### config.mk
export PLATFORM = sky130hd
export DESIGN_NAME = pc_update_unit
export DESIGN_NICKNAME = d
export VERILOG_FILES = /design/src/rtl/pc_pkg.sv /design/src/rtl/pc_inc4.sv /design/src/rtl/pc_next_sel.sv /design/src/rtl/pc_update_unit.sv
export SDC_FILE = /design/constraint.sdc
export NUM_CORES = 1
export LEC_CHECK = 0
export ABC_AREA = 0
export BUFFER_PORTS_ARGS = -buffer_cell sky130_fd_sc_hd__buf_4
export CAP_MARGIN = 20
export CORE_ASPECT_RATIO = 0.8
export CORE_MARGIN = 2
export CORE_UTILIZATION = 50
export CTS_CLUSTER_SIZE = 12
export DETAILED_ROUTE_END_ITERATION = 16
export HOLD_SLACK_MARGIN = 0.12
export PLACE_DENSITY = 0.77
export SLEW_MARGIN = 20
export SYNTH_ARGS = -nofsm -noshare
export SYNTH_HDL_FRONTEND = slang
export SYNTH_SLANG_ARGS = --single-unit
### constraint.sdc
create_clock -name clk -period 7.1 [get_ports clk]
set_clock_uncertainty 0.15 [all_clocks]
set_input_delay 1.42 -clock clk [delete_from_list [all_inputs] [get_ports clk]]
set_output_delay 1.42 -clock clk [all_outputs]
set_load 0.01 [all_outputs]
### src/rtl/pc_pkg.sv
package pc_pkg;
  // Slot numbers of the next-address selector. New target sources go
  // above NXT_SEQ; NXT_COUNT grows with them.
  typedef enum int unsigned {
    NXT_ZERO  = 0,
    NXT_SEQ   = 1,
    NXT_COUNT = 2
  } nxt_src_e;

  localparam int unsigned STEP_BYTES = 4;
  localparam int unsigned STEP_LSB   = 2;  // log2 of STEP_BYTES
endpackage

### src/rtl/pc_inc4.sv
// Reduced adder for a constant operand of four: the bits below the step
// pass through, the step bit flips, and a half-adder chain carries upward.
module pc_inc4 #(
  parameter int unsigned W = 32
) (
  input  logic [W-1:0] a,
  output logic [W-1:0] sum
);
  import pc_pkg::*;

  localparam int unsigned LSB = STEP_LSB;

  logic [W:LSB+1] carry;

  assign sum[LSB-1:0] = a[LSB-1:0];
  assign sum[LSB]     = ~a[LSB];
  assign carry[LSB+1] = a[LSB];

  genvar gi;
  generate
    for (gi = LSB + 1; gi < W; gi++) begin : g_chain
      assign sum[gi]     = a[gi] ^ carry[gi];
      assign carry[gi+1] = a[gi] & carry[gi];
    end
  endgenerate


  always_comb begin
    inc_delta_chk: assert (W'(sum - a) == W'(STEP_BYTES));
  end
endmodule

### src/rtl/pc_next_sel.sv
// One-hot AND-OR selector over N_SRC candidate next addresses.
module pc_next_sel #(
  parameter int unsigned W     = 32,
  parameter int unsigned N_SRC = 2
) (
  input  logic [N_SRC-1:0][W-1:0] src,
  input  logic [N_SRC-1:0]        sel_oh,
  output logic [W-1:0]            nxt
);
  logic [N_SRC-1:0][W-1:0] gated;

  genvar gi;
  generate
    for (gi = 0; gi < N_SRC; gi++) begin : g_gate
      assign gated[gi] = sel_oh[gi] ? src[gi] : '0;
    end
  endgenerate

  always_comb begin
    nxt = '0;
    for (int i = 0; i < N_SRC; i++) begin
      nxt = nxt | gated[i];
    end
  end
endmodule

### src/rtl/pc_update_unit.sv
module pc_update_unit #(
  parameter int unsigned ADDR_W = 32
) (
  input  logic              clk,
  input  logic              rst,
  output logic [ADDR_W-1:0] pc_addr
);
  import pc_pkg::*;

  localparam int unsigned NSRC = NXT_COUNT;
  localparam int unsigned ZI   = NXT_ZERO;
  localparam int unsigned SI   = NXT_SEQ;
  localparam logic [ADDR_W-1:0] TOP_ADDR = {{(ADDR_W-STEP_LSB){1'b1}}, {STEP_LSB{1'b0}}};

  logic [ADDR_W-1:0]            addr_q;
  logic [ADDR_W-1:0]            addr_inc;
  logic [ADDR_W-1:0]            addr_nxt;
  logic [NSRC-1:0][ADDR_W-1:0]  cand;
  logic [NSRC-1:0]              pick;

  pc_inc4 #(.W(ADDR_W)) u_inc (
    .a   (addr_q),
    .sum (addr_inc)
  );

  always_comb begin
    cand     = '0;
    cand[ZI] = '0;
    cand[SI] = addr_inc;
    pick     = '0;
    if (rst) pick[ZI] = 1'b1;
    else     pick[SI] = 1'b1;
  end

  pc_next_sel #(.W(ADDR_W), .N_SRC(NSRC)) u_sel (
    .src    (cand),
    .sel_oh (pick),
    .nxt    (addr_nxt)
  );

  always_ff @(posedge clk) begin
    addr_q <= addr_nxt;
  end

  assign pc_addr = addr_q;

  // Checking support: set once a reset edge has been seen.
  logic armed_q = 1'b0;
  always_ff @(posedge clk) begin
    if (rst) armed_q <= 1'b1;
  end


  rst_zero_chk: assert property (@(posedge clk) rst |=> pc_addr == '0);


  step_four_chk: assert property (@(posedge clk) disable iff (rst)
    armed_q |=> pc_addr == ADDR_W'($past(pc_addr) + ADDR_W'(STEP_BYTES)));


  low_bits_chk: assert property (@(posedge clk) armed_q |-> pc_addr[STEP_LSB-1:0] == '0);


  no_overflow_chk: assert property (@(posedge clk) disable iff (rst)
    (armed_q && pc_addr == TOP_ADDR) |=> pc_addr == '0);
endmodule

==> qor.tcl <==
set qor(outcome) {completed}
set qor(ctsLongestPathBuffers) 2
set qor(switching_power_mw) 0.0565
set qor(design.die.area_um2) 2920
set qor(crit_path_max_incr_delay_ps) 330
set qor(post-place-cells) 149
set qor(path_class) {reg -> reg}
set qor(tritoncts) {yes}
set qor(final.setup.worst_slack_ps) 1200
set qor(start_util_pct) 52.1
set qor(number_of_inserted_diodes) 0
set qor(holdWs_ps) 289
set qor(worst-endpoint-required_ps) 7150
set qor(stdcell_count) 155
set qor(finalHoldViolations) 0
set qor(path_clk_slew_ps) 80
set qor(report.final.setup_viol) 0
set qor(wirelength_mm) 1.75
set qor(die_h_um) 48.8
set qor(maximum_vdd_ir_drop_uv) 135
set qor(die_x_um) 60.0
set qor(final.fill_count) 198
set qor(worstPathMaxFanout) 3
set qor(antenna_violating_nets_post_route) 0
set qor(synth-seq-cells) 30
set qor(cts_resized) 0
set qor(share_comb_of_total_power_pct) 3.3
set qor(largest_reg_flops) 30
set qor(capture_point_of_the_critical_path) {pc_addr[30]$_SDFF_PP0_}
set qor(detailedRoute.firstPassIterationCount) 4
set qor(number_of_instances_in_the_synthesized_netlist) 95
set qor(routabilityCongestion) 0.702
set qor(insertion_delay_ps) 300
set qor(std_cell_rows) 16
set qor(timing.final.crit_period_ps) 5900
set qor(port_buffers) 31
set qor(root_buffer) {clkbuf_4}
set qor(report.power.total_mw) 0.274
set qor(timing.final.crit_share_pct) 83.1
set qor(cp_data_arrival_time_ps) 5940
set qor(power-per-cell-area_nw_per_um2) 180
set qor(design.final.nets) 159
set qor(maxSlewViolCount) 0
set qor(multi_input_comb_area_um2) 607
set qor(cts_sinks) 30
set qor(numCtsBuffers) 5
set qor(cellInternalPower_mw) 0.217
set qor(cts_max_level) 2
set qor(cts_setup_buffers) 0
set qor(area_growth_pct) 21.8
set qor(seq_power_share_pct) 62.2
set qor(syn-cell-area_um2) 1250
set qor(first_global_vias) 753
set qor(dr_total_vias) 738
set qor(yosys_warnings) 0
set qor(maxcap_violations) 0
set qor(worst_hold_startpoint) {pc_addr[2]$_SDFF_PP0_}
set qor(timing.critical_path.to_type) {register}
set qor(class_of_the_tightest_hold_or_removal_check) {reg -> reg}
set qor(layout-drive-gt1-share_pct) 46.9
set qor(leakagePower_nw) 0.834
set qor(yosys.cell_types.count) 9
set qor(initial_antenna_violation_count) 0
set qor(cts-hold-fix-buffers) 0
set qor(detailed_route_iter0_violations) 6
set qor(grt.overflow.total) 0
set qor(preCtsSetupSlack_ps) 1150
set qor(critical-path-top-delay-family) {adder cells}
set qor(total_core_area_um2) 2400
set qor(power.switching_fraction_pct) 20.6
set qor(grt_setup_unrepaired) {false}
set qor(crit_top_cell) {ha_1}
set qor(crit_path_top_delay_cell) {dfxtp_1}
set qor(syn_area_per_cell_um2) 13.2
set qor(place_hpwl_mm) 1.37
set qor(timing.critical_path.depth) 29
set qor(global_route_wire_length_before_repair_mm) 2.99
set qor(grt_start_max_net_pins) 31
set qor(critical_path.reg2reg.startpoint) {pc_addr[2]$_SDFF_PP0_}
set qor(routed_via_density) 4.76
set qor(groute.usage.overall_pct) 14.3
set qor(regToRegSetupSlack_ps) 1200
set qor(route.detailed.wl_per_inst_um) 11.3
set qor(top_level_ports) 34
set qor(sequential_area_share_after_synthesis_pct) 48.0
set qor(drcViolationCount) 0
set qor(rr_worst_depth) 29
set qor(timing.rr.end) {pc_addr[30]$_SDFF_PP0_}
set qor(area.sequential_um2) 601
set qor(power_frac_clock_pct) 34.5
set qor(tns_ps) 0
set qor(critical_path_start) {pc_addr[2]$_SDFF_PP0_}
set qor(startpoint_type_of_the_worst_setup_path) {register}
set qor(clock.fmax_mhz) 170
set qor(cp_num_buf_inv) 0
## final cells by class
class                      instances  share of cell area (%)
multi-input combinational         61                    39.8
clock buffer                       6                    3.36
timing repair buffer              31                    15.3
tap                               27                    2.21
sequential                        30                    39.4
## routing by layer
layer | up-vias | wire (um) | global-route usage, %
li1 | 377 | - | -
met1 | 338 | 760 | 15.2
met2 | 21 | 845 | 22.5
met3 | 2 | 128 | 9.09
met4 | 0 | 13 | 5.56
met5 | - | 0 | 0
## logic make-up (layout without fill, tap and decap cells)
group / Yosys count / after routing / share of synthesized area [%]
adder cells (fa/ha/maj): 28 / 28 / 28.0
AND/OR/NAND/NOR: 30 / 30 / 19.2
other: 1 / 2 / 0.299
buffers and inverters: 5 / 37 / 3.90
flip-flops: 30 / 30 / 48.0
XOR/XNOR: 1 / 1 / 0.699
## synthesized netlist by cell type
library cell / instances / area share, %
conb_1: 1 / 0.30
nor2_1: 2 / 0.60
buf_4: 2 / 1.2
nor2b_2: 23 / 16
nor2b_1: 5 / 2.5
xnor2_1: 1 / 0.70
dfxtp_1: 30 / 48
ha_1: 28 / 28
buf_6: 3 / 2.7
## worst min-delay path by stage
stage | end | slack [ps] | cells after the start
after floorplan | pc_addr[2]$_SDFF_PP0_ | 290 | 1
after global placement | pc_addr[2]$_SDFF_PP0_ | 270 | 1
after detailed placement | pc_addr[2]$_SDFF_PP0_ | 280 | 1
after CTS | pc_addr[2]$_SDFF_PP0_ | 300 | 1
after global routing | pc_addr[2]$_SDFF_PP0_ | 340 | 1
final | pc_addr[2]$_SDFF_PP0_ | 290 | 1
## through the flow
step | area [um2] | utilization [%]
6_report | 1530 | 63.5
5_1_grt | 1530 | 63.5
4_1_cts | 1530 | 63.5
3_5_place_dp | 1470 | 61.4
3_3_place_gp | 1470 | 61.4
2_1_floorplan | 1260 | -
## power by group through the flow
stage	sequential, mW	combinational (mW)	clock [mW]
final	0.170	0.00906	0.0944
after global routing	0.171	0.0103	0.106
after CTS	0.170	0.00928	0.0992
after detailed placement	0.174	0.00918	0
after global placement	0.174	0.00909	0
after floorplan	0.175	0.00732	0
## placed cells by master (no fill, tap or decap)
master / instances
buf_4: 31
dfxtp_1: 30
ha_1: 28
nor2b_2: 23
nor2b_1: 5
clkbuf_4: 5
nor2_1: 2
conb_1: 2
xnor2_1: 1
clkbuf_8: 1
Power figures use the tool's default switching activity.
